### src/rtl/rfsh_pkg.sv
package rfsh_pkg;
    localparam int BYTE_W = 8;

    localparam logic [BYTE_W-1:0] PFX_EXT = 8'hED;
    localparam logic [BYTE_W-1:0] PFX_BIT = 8'hCB;
    localparam logic [BYTE_W-1:0] PFX_IX  = 8'hDD;
    localparam logic [BYTE_W-1:0] PFX_IY  = 8'hFD;

    typedef enum logic [2:0] {
        PS_IDLE,
        PS_EXT,
        PS_BIT,
        PS_IDX,
        PS_IDX_DISP,
        PS_IDX_OP
    } pfx_state_e;

    // Context entered after an M1 byte seen where a fresh opcode may start.
    function automatic pfx_state_e classify_lead(input logic [BYTE_W-1:0] b);
        if (b == PFX_EXT)                   return PS_EXT;
        else if (b == PFX_BIT)              return PS_BIT;
        else if (b == PFX_IX || b == PFX_IY) return PS_IDX;
        else                                return PS_IDLE;
    endfunction
endpackage

### src/rtl/rfsh_prefix_tracker.sv
module rfsh_prefix_tracker
    import rfsh_pkg::*;
(
    input  logic              clk,
    input  logic              rst_n,
    input  logic              fetch_valid,
    input  logic [BYTE_W-1:0] fetch_byte,
    input  logic              fetch_is_opcode_slot,
    output logic              is_m1
);
    typedef struct packed {
        pfx_state_e st;
    } trk_t;

    trk_t cur_q, nxt_d;
    logic m1_d;

    always_comb begin
        nxt_d = cur_q;
        m1_d  = 1'b0;
        if (fetch_valid) begin
            case (cur_q.st)
                PS_IDX_DISP: nxt_d.st = PS_IDX_OP;
                PS_IDX_OP:   nxt_d.st = PS_IDLE;
                default: begin
                    if (fetch_is_opcode_slot) begin
                        m1_d = 1'b1;
                        case (cur_q.st)
                            PS_IDLE: nxt_d.st = classify_lead(fetch_byte);
                            PS_IDX:  nxt_d.st = (fetch_byte == PFX_BIT) ? PS_IDX_DISP
                                                                        : classify_lead(fetch_byte);
                            default: nxt_d.st = PS_IDLE;
                        endcase
                    end
                end
            endcase
        end
    end

    always_ff @(posedge clk) begin
        if (!rst_n) cur_q <= '{st: PS_IDLE};
        else        cur_q <= nxt_d;
    end

    assign is_m1 = m1_d;


    idx_bit_enter_chk: assert property (@(posedge clk) disable iff (!rst_n)
        (fetch_valid && fetch_is_opcode_slot && cur_q.st == PS_IDX && fetch_byte == PFX_BIT)
        |=> (cur_q.st == PS_IDX_DISP));


    idx_bit_tail_chk: assert property (@(posedge clk) disable iff (!rst_n)
        (fetch_valid && cur_q.st == PS_IDX_DISP) |=> (cur_q.st == PS_IDX_OP));


    ext_close_chk: assert property (@(posedge clk) disable iff (!rst_n)
        (fetch_valid && fetch_is_opcode_slot && (cur_q.st == PS_EXT || cur_q.st == PS_BIT))
        |=> (cur_q.st == PS_IDLE));
endmodule

### src/rtl/rfsh_reg_file.sv
module rfsh_reg_file #(
    parameter int CNT_W = 7,
    localparam int REG_W = CNT_W + 1
) (
    input  logic             clk,
    input  logic             rst_n,
    input  logic             m1,
    input  logic             ld_r_we,
    input  logic [REG_W-1:0] ld_r_data,
    input  logic             ld_i_we,
    input  logic [REG_W-1:0] ld_i_data,
    output logic [REG_W-1:0] r_q_o,
    output logic [REG_W-1:0] i_q_o,
    output logic             pulse_q_o
);
    typedef struct packed {
        logic [REG_W-1:0] r;
        logic [REG_W-1:0] i;
        logic             pulse;
    } regs_t;

    regs_t cur_q, nxt_d;

    always_comb begin
        nxt_d       = cur_q;
        nxt_d.pulse = m1;
        if (ld_r_we)
            nxt_d.r = ld_r_data;
        else if (m1)
            nxt_d.r = {cur_q.r[REG_W-1], cur_q.r[CNT_W-1:0] + {{(CNT_W-1){1'b0}}, 1'b1}};
        if (ld_i_we)
            nxt_d.i = ld_i_data;
    end

    always_ff @(posedge clk) begin
        if (!rst_n) cur_q <= '0;
        else        cur_q <= nxt_d;
    end

    assign r_q_o     = cur_q.r;
    assign i_q_o     = cur_q.i;
    assign pulse_q_o = cur_q.pulse;


    top_bit_hold_chk: assert property (@(posedge clk) disable iff (!rst_n)
        !ld_r_we |=> (cur_q.r[REG_W-1] == $past(cur_q.r[REG_W-1])));


    low_count_step_chk: assert property (@(posedge clk) disable iff (!rst_n)
        (m1 && !ld_r_we) |=> (cur_q.r[CNT_W-1:0] == CNT_W'($past(cur_q.r[CNT_W-1:0]) + 1)));


    load_wins_chk: assert property (@(posedge clk) disable iff (!rst_n)
        ld_r_we |=> (cur_q.r == $past(ld_r_data)));
endmodule

### src/rtl/rfsh_addr_gen.sv
module rfsh_addr_gen #(
    parameter int REG_W = 8,
    localparam int ADDR_W = 2 * REG_W
) (
    input  logic              clk,
    input  logic              rst_n,
    input  logic              pulse,
    input  logic [REG_W-1:0]  r_val,
    input  logic [REG_W-1:0]  i_val,
    output logic [ADDR_W-1:0] addr_o,
    output logic              strobe_n_o
);
    typedef struct packed {
        logic [ADDR_W-1:0] addr;
        logic              strobe_n;
    } out_t;

    out_t cur_q, nxt_d;

    always_comb begin
        nxt_d          = cur_q;
        nxt_d.strobe_n = ~pulse;
        if (pulse)
            nxt_d.addr = {i_val, r_val};
    end

    always_ff @(posedge clk) begin
        if (!rst_n) cur_q <= '{addr: '0, strobe_n: 1'b1};
        else        cur_q <= nxt_d;
    end

    assign addr_o     = cur_q.addr;
    assign strobe_n_o = cur_q.strobe_n;


    strobe_follows_pulse_chk: assert property (@(posedge clk) disable iff (!rst_n)
        pulse |=> (!cur_q.strobe_n && cur_q.addr[REG_W-1:0] == $past(r_val)));


    strobe_needs_pulse_chk: assert property (@(posedge clk) disable iff (!rst_n)
        !pulse |=> cur_q.strobe_n);
endmodule

### src/rtl/mem_refresh_unit.sv
module mem_refresh_unit #(
    parameter int CNT_W = 7,
    localparam int REG_W = CNT_W + 1,
    localparam int ADDR_W = 2 * REG_W
) (
    input  logic                       clk,
    input  logic                       rst_n,
    input  logic                       fetch_valid,
    input  logic [rfsh_pkg::BYTE_W-1:0] fetch_byte,
    input  logic                       fetch_is_opcode_slot,
    input  logic                       ld_r_we,
    input  logic [REG_W-1:0]           ld_r_data,
    input  logic                       ld_i_we,
    input  logic [REG_W-1:0]           ld_i_data,
    output logic [REG_W-1:0]           r_value,
    output logic [ADDR_W-1:0]          refresh_addr,
    output logic                       refresh_strobe_n,
    output logic                       m1_pulse
);
    logic             m1;
    logic [REG_W-1:0] i_val;

    rfsh_prefix_tracker u_trk (
        .clk                  (clk),
        .rst_n                (rst_n),
        .fetch_valid          (fetch_valid),
        .fetch_byte           (fetch_byte),
        .fetch_is_opcode_slot (fetch_is_opcode_slot),
        .is_m1                (m1)
    );

    rfsh_reg_file #(.CNT_W(CNT_W)) u_regs (
        .clk       (clk),
        .rst_n     (rst_n),
        .m1        (m1),
        .ld_r_we   (ld_r_we),
        .ld_r_data (ld_r_data),
        .ld_i_we   (ld_i_we),
        .ld_i_data (ld_i_data),
        .r_q_o     (r_value),
        .i_q_o     (i_val),
        .pulse_q_o (m1_pulse)
    );

    rfsh_addr_gen #(.REG_W(REG_W)) u_addr (
        .clk        (clk),
        .rst_n      (rst_n),
        .pulse      (m1_pulse),
        .r_val      (r_value),
        .i_val      (i_val),
        .addr_o     (refresh_addr),
        .strobe_n_o (refresh_strobe_n)
    );


    pulse_single_chk: assert property (@(posedge clk) disable iff (!rst_n)
        (fetch_valid && !fetch_is_opcode_slot && !ld_r_we) |=> ($stable(r_value) && !m1_pulse));
endmodule

### config.mk
export PLATFORM = sky130hd
export DESIGN_NAME = mem_refresh_unit
export DESIGN_NICKNAME = d
export VERILOG_FILES = /design/src/rtl/rfsh_pkg.sv /design/src/rtl/rfsh_prefix_tracker.sv /design/src/rtl/rfsh_reg_file.sv /design/src/rtl/rfsh_addr_gen.sv /design/src/rtl/mem_refresh_unit.sv
export SDC_FILE = /design/constraint.sdc
export NUM_CORES = 1
export LEC_CHECK = 0
export ABC_AREA = 1
export ABC_CLOCK_PERIOD_IN_PS = 1200
export BUFFER_PORTS_ARGS = -buffer_cell sky130_fd_sc_hd__buf_2
export CORE_AREA = 3 3 66 68
export DETAILED_ROUTE_END_ITERATION = 10
export DIE_AREA = 0 0 69 71
export PLACE_DENSITY = 0.74
export SYNTH_ARGS = -nofsm -noshare
export SYNTH_HDL_FRONTEND = slang
export SYNTH_HIERARCHICAL = 1
export SYNTH_SLANG_ARGS = --single-unit
### constraint.sdc
create_clock -name clk -period 1.2 [get_ports clk]
set_input_delay 0.24 -clock clk [delete_from_list [all_inputs] [get_ports clk]]
set_output_delay 0.24 -clock clk [all_outputs]
set_load 0.02 [all_outputs]
* Word-level counts from Yosys, hierarchy flattened
Cells that the tools add are included.
** Storage, ports and cells
- Bits of input ports :: 30
- Output and inout bits :: 26
- Word-level logic and storage cells :: 35
- Bits in registers :: 37
** Cells by class
- Add/sub/neg operators :: 1
- Equality and inequality tests :: 7
- Bitwise operators :: 1
- Reductions and logical operators :: 6
- Mux-type cells :: 13
** Operators by type and width (number)
- 8-bit == test (second input constant) :: 4
- 3-bit 2-to-1 mux :: 4
- 3-bit case mux with 2 select lines :: 2
- 8-bit 2-to-1 mux :: 1
- 7-bit by 1-bit adder with 7-bit output (second input constant) :: 1
- 7-bit 2-to-1 mux :: 1
- 3-bit == test (second input constant) :: 2
- 2-bit 2-to-1 mux :: 2
- 3-bit by 2-bit == test with 1-bit output (second input constant) :: 1
- 3-bit logical NOT :: 1
- 1-bit 2-to-1 mux :: 3
- 3-bit nonzero test :: 1
- 2-bit AND reduction :: 1
- 2-bit nonzero test :: 1
- 2-bit OR reduction :: 1
- 1-bit logical OR :: 1
- 1-bit NOT :: 1

* Logic depth before layout (Yosys ltp)
- Word-level depth :: 8
- Depth in mapped cells :: 11
- Mapped depth without buffers :: 11

* By module
The synthesis kept the hierarchy.
** Modules (own cells, without submodules)
- rfsh_reg_file :: area each 745.7 um^2, cells each 102, times used 1, seq. area each 340.3 um^2
- rfsh_addr_gen :: area each 718.2 um^2, cells each 104, times used 1, seq. area each 340.3 um^2
- rfsh_prefix_tracker :: area each 265.3 um^2, cells each 49, times used 1, seq. area each 60.1 um^2

* Least setup slack after synthesis
Ideal clock, no wire load.
- Kind :: reg2reg
- Start :: register u_trk/cur_q[2] (netlist bit)
- End :: register u_regs.cur_q (netlist bit u_regs/r_q_o[0])
- Arrival time :: 1.149 ns
- Required time :: 1.091 ns
- Stages on the path, launching flop included :: 12
- Setup slack :: -0.058 ns
- Setup time :: 0.109 ns
- Clock period less this slack :: 1.258 ns
- Path through :: dfxtp_1 inv_1 nor2_2 inv_2 nand3_1 inv_1 inv_2 nor2_4 a22oi_1 nand2_1 nand2_1 inv_1
** Between the ends
- Cells in the longest elaborated chain, start to end :: 5
- Elaborated cells between the ends (all ways) :: 6
** RTL lines
- from (decl) :: line rfsh_prefix_tracker.sv:15 : trk_t cur_q, nxt_d;
- from (signal assigned) :: line rfsh_prefix_tracker.sv:41 : if (!rst_n) cur_q <= '{st: PS_IDLE};
- from (signal assigned) :: line rfsh_prefix_tracker.sv:42 : else cur_q <= nxt_d;
- 3-bit == test
- 2-bit OR reduction (no line) *
- 1-bit 2-to-1 mux * :: line rfsh_prefix_tracker.sv:22 : case (cur_q.st)
- 1-bit 2-to-1 mux * :: line rfsh_prefix_tracker.sv:21 : if (fetch_valid) begin
- via m1 :: line mem_refresh_unit.sv:20 : logic m1;
- 2-bit nonzero test (no line) *
- to (signal assigned) :: line rfsh_reg_file.sv:37 : else cur_q <= nxt_d;
- to (decl) :: line rfsh_reg_file.sv:22 : regs_t cur_q, nxt_d;
Mark *: on every way through the listed nets, which the timed path passes. The rest lies on a longest branch.
A chain may end at the register's enable or synchronous reset.

* Worst setup path after layout
- Start :: register u_trk/cur_q[2] (netlist bit)
- End :: register u_trk/cur_q[1] (netlist bit)
** Between the ends
- Cells in the longest elaborated chain, start to end :: 4
- Elaborated cells between the ends (all ways) :: 9
** RTL lines
- 3-bit by 2-bit == test with 1-bit output / 3-bit logical NOT (equally long branches)
- 3-bit case mux with 2 select lines :: line rfsh_prefix_tracker.sv:28 : case (cur_q.st)
- 3-bit 2-to-1 mux :: line rfsh_prefix_tracker.sv:26 : if (fetch_is_opcode_slot) begin
- 3-bit case mux with 2 select lines :: line rfsh_prefix_tracker.sv:22
Parallel ways exist; a longest one is shown, timed or not. The select of a mux whose other input is x is not followed.

==> impl_results.rst <==
.. list-table::
   :header-rows: 1

   * - Metric
     - Value
   * - Number of hold violations in the final report
     - 0
   * - Combined area of the multi-input logic cells
     - 801 µm²
   * - Final setup skew
     - 0.00435 ns
   * - Cell-by-cell trace of the critical path
     - inv_2, nor2_4, inv_2, nand3_4, buf_4, buf_4, a21oi_2, nand2_1, a21oi_2
   * - Proportion of netlist area held by the largest area contributor
     - 0.428
   * - Ant diodes
     - 0
   * - Power per standard cell area
     - 1300 nW/µm²
   * - Number of CTS-inserted buffers
     - 5
   * - CP Class
     - register to register
   * - Final worst hold slack
     - 0.171 ns
   * - Final Wtd Congestion
     - 0.815
   * - Top cell type by total area after synthesis
     - sky130_fd_sc_hd__dfxtp_1
   * - Row cnt
     - 23
   * - Count of flip-flops with a built-in enable after synthesis
     - 0
   * - Setup slack at placement
     - -0.0164 ns
   * - Count of yosys warnings during synthesis
     - 6
   * - Highest cell delay on the worst timing path
     - 0.32 ns
   * - Average wire per cell in the routed design
     - 10.4 µm
   * - Outcome
     - complete, no violations
   * - Placed wire-length estimate after detailed placement
     - 2710 µm
   * - Clock tree from TritonCTS
     - built
   * - Post-route clock period utilization
     - 0.968
   * - Mapped Avg Cell Area
     - 6.78 µm²
   * - GRT Residual Overflow
     - 0
   * - Initial antenna violation count
     - 0
   * - Reported max-cap violation count
     - 0
   * - Clock sinks
     - 37
   * - FF-to-FF path depth
     - 9
   * - Register-to-register setup slack
     - 0.04 ns
   * - Cells after synthesis
     - 255
   * - Post-detailed-route via-to-cell ratio
     - 4.53
   * - Startpoint of the lowest-slack register-to-register path
     - u_trk/cur_q[2]$_SDFFE_PN0P_
   * - Core area
     - 3910 µm²
   * - Relative slew margins
     - 0.847
   * - Min Clock Period, post-route
     - 1.16 ns
   * - Net count after synthesis
     - 286
   * - Remaining number of nets flagged by the antenna check after routing
     - 0
   * - Startpoint types
     - register
   * - Required time of the critical path
     - 1.42 ns
   * - Top cells by instance count after synthesis
     - 65 x sky130_fd_sc_hd__nand2_1, 58 x sky130_fd_sc_hd__nor2_1, 37 x sky130_fd_sc_hd__dfxtp_1, 31 x sky130_fd_sc_hd__inv_1, 11 x sky130_fd_sc_hd__nand3_1
   * - Flip-flop cell with the highest count after synthesis
     - sky130_fd_sc_hd__dfxtp_1
   * - Clock edge transition at the registers on the reported setup and hold paths
     - 0.08 ns
   * - Final total power
     - 0.00294 W
   * - Cell count after placement
     - 360
   * - Non-filler instance count after layout
     - 372
   * - Min-Delay Path Depth
     - 3
   * - Max clock buf depth
     - 2
   * - Critical Path AT
     - 1.38 ns
   * - Cell at the slowest stage of the critical path
     - sky130_fd_sc_hd__dfxtp_2
   * - Layout Area Growth over Synthesis
     - 31.3%
   * - Type of the tightest min-delay check
     - input port to register
   * - Worst slew pin tran
     - 0.228 ns
   * - Port Buffers
     - 55
   * - Total routing usage reported by global routing
     - 0.156
   * - Number of top-level pins
     - 56
   * - Worst setup EP type
     - register
   * - RSZ-0062 raised after global routing
     - true
   * - Starting utilization of the core area
     - 0.442
   * - Proportion of register bits with asynchronous set or reset after synthesis
     - 0
   * - Synth top area cells
     - sky130_fd_sc_hd__dfxtp_1 43%, sky130_fd_sc_hd__nand2_1 14%, sky130_fd_sc_hd__nor2_1 13%
   * - Post-synthesis register bit count
     - 37
   * - Hold path startpoint
     - ld_i_data[0]
   * - Number of buffers and inverters on the critical path
     - 4
   * - Final count of pins violating max slew
     - 0
   * - Hold path endpoint
     - u_regs/i_q_o[0]$_SDFFE_PN0P_
   * - Leakage component of the power
     - 1.13 nW
   * - CP Max Fanout
     - 2
   * - Overall die area
     - 4900 µm²
   * - Routed WL
     - 3870 µm
   * - Count of endpoints failing setup in the final report
     - 0
   * - H-tree lvl count
     - 2
   * - Syn Std Cell Area
     - 1730 µm²
   * - Total number of nets in the final design
     - 352
   * - Area of all sequential standard cells
     - 752 µm²
   * - Synth cell types
     - 23
   * - Fraction of the core area covered by cells at the end of the flow
     - 0.580
   * - Sequential cell area fraction in the yosys report
     - 0.428
   * - Top cell family by delay on the critical path
     - buffers and inverters
   * - Maximum number of pins on one net before global-route repair
     - 37
   * - VDD IR max
     - 0.726 mV
   * - Buffer type at the clock tree root
     - sky130_fd_sc_hd__clkbuf_8
   * - First-pass GRT wire length
     - 6270 µm
   * - Initial detailed-routing violation count
     - 122
   * - Remaining routing DRC violations
     - 0
   * - Top achievable clock speed
     - 0.861 GHz
   * - Via Count
     - 1685
   * - Initial DRT Pass Iterations
     - 4
   * - Vert. Die Dim
     - 71 µm
   * - Number of global-route vias before repair
     - 1508
   * - Fraction of layout instances using a drive strength above 1
     - 0.320
   * - Layout fillers
     - 399
   * - Horizontal extent of the die
     - 69 µm
   * - Most numerous cell in the Yosys netlist
     - sky130_fd_sc_hd__nand2_1
   * - Clk_lat worst skew
     - 0.28 ns
   * - Endpoint of the worst-slack reg-to-reg timing path
     - u_trk/cur_q[1]$_SDFFE_PN0P_
   * - Final worst slack
     - 0.0379 ns
## worst max path at each step
stage / startpoint / to / slack (ns) / depth (start not counted)
after global routing: u_trk/cur_q[2]$_SDFFE_PN0P_ / u_regs/r_q_o[0]$_SDFFE_PN0P_ / -0.07 / 11
after CTS: u_trk/cur_q[2]$_SDFFE_PN0P_ / u_regs/r_q_o[0]$_SDFFE_PN0P_ / 0.0005 / 11
after floorplan: u_trk/cur_q[2]$_SDFFE_PN0P_ / u_regs/r_q_o[0]$_SDFFE_PN0P_ / -0.01 / 11
after detailed placement: u_trk/cur_q[2]$_SDFFE_PN0P_ / u_regs/r_q_o[0]$_SDFFE_PN0P_ / -0.02 / 11
after global placement: u_trk/cur_q[2]$_SDFFE_PN0P_ / u_regs/r_q_o[0]$_SDFFE_PN0P_ / 0.03 / 11
final: u_trk/cur_q[2]$_SDFFE_PN0P_ / u_trk/cur_q[1]$_SDFFE_PN0P_ / 0.04 / 9
## per-stage QoR
stage	cell area (µm²)	setup TNS [ns]
2_1_floorplan	1740	-0.0104
3_3_place_gp	2080	0
3_5_place_dp	2080	-0.0164
4_1_cts	2210	0
5_1_grt	2270	-0.196
6_report	2270	0
## report_power, final
group	switching (W)	leakage, nW	internal, W	total (W)
sequential	0.0000518	0.308	0.00130	0.00135
clock	0.000447	0.0574	0.000676	0.00112
combinational	0.000270	0.766	0.000195	0.000465
## cell families after synthesis
| family | synth area share |
|---|---|
| AO/OA/AOI/OAI | 0.110 |
| flip-flops | 0.428 |
| XOR/XNOR | 0.00507 |
| adder cells (fa/ha/maj) | 0.00723 |
| AND/OR/NAND/NOR | 0.323 |
| buffers and inverters | 0.127 |
## routing by layer
| layer | part of all wire | track usage | wire length, µm | vias up |
|---|---|---|---|---|
| met3 | 0.054 | 0.0483 | 209 | 4 |
| met4 | 0.010 | 0.0564 | 39 | 0 |
| li1 | - | - | - | 903 |
| met5 | 0 | 0 | 0 | - |
| met2 | 0.50 | 0.280 | 1940 | 46 |
| met1 | 0.43 | 0.173 | 1680 | 732 |
## placed cells by master, fill, tap and decap left out
cell and count:
sky130_fd_sc_hd__nand2_1 65, sky130_fd_sc_hd__nor2_1 58, sky130_fd_sc_hd__buf_2 55, sky130_fd_sc_hd__inv_1 29
sky130_fd_sc_hd__dfxtp_1 28, sky130_fd_sc_hd__buf_4 10, sky130_fd_sc_hd__o21ai_1 10, sky130_fd_sc_hd__nand3_1 10
sky130_fd_sc_hd__dfxtp_2 9, sky130_fd_sc_hd__clkbuf_8 6, sky130_fd_sc_hd__o21ai_0 6, sky130_fd_sc_hd__inv_2 5
sky130_fd_sc_hd__a21oi_1 5, sky130_fd_sc_hd__a21oi_2 4, sky130_fd_sc_hd__o21bai_1 3, sky130_fd_sc_hd__nor2_4 3
sky130_fd_sc_hd__buf_12 2, sky130_fd_sc_hd__inv_6 2, sky130_fd_sc_hd__a22oi_1 2, sky130_fd_sc_hd__nor2_2 2
sky130_fd_sc_hd__bufinv_16 1, sky130_fd_sc_hd__clkinvlp_4 1, sky130_fd_sc_hd__xor2_1 1, sky130_fd_sc_hd__a22oi_2 1
sky130_fd_sc_hd__ha_1 1, sky130_fd_sc_hd__nand3_4 1, sky130_fd_sc_hd__o21ai_2 1, sky130_fd_sc_hd__nor3_1 1
## state kept, by name, indices dropped and copies added, names as in the netlist
signal	flops
u_regs/r_q_o	8
u_regs/pulse_q_o	1
u_addr/addr_o	16
u_regs/i_q_o	8
u_trk/cur_q	3
u_addr/strobe_n_o	1
## worst min-delay path, cell delays in order
cell and delay, ns:
sky130_fd_sc_hd__buf_2 0.07, sky130_fd_sc_hd__nor2_1 0.03, sky130_fd_sc_hd__nor2_1 0.08
## cell type report
class,instances,area share
clock buffers,6,0.0364
multi-input cells,174,0.353
inverters,36,0.0639
clock inverters,2,0.0165
repair buffers,67,0.172
flip-flops and latches,37,0.331
well taps,50,0.0275
## timing repair
item                                    in CTS  in global routing
resized for setup                            5                 12
hold buffers                                 0                  0
endpoints found under the setup margin       3                  9
setup buffers                                1                  3
pin swaps                                    2                  3
No activity file was read; power rests on OpenSTA's default activity.
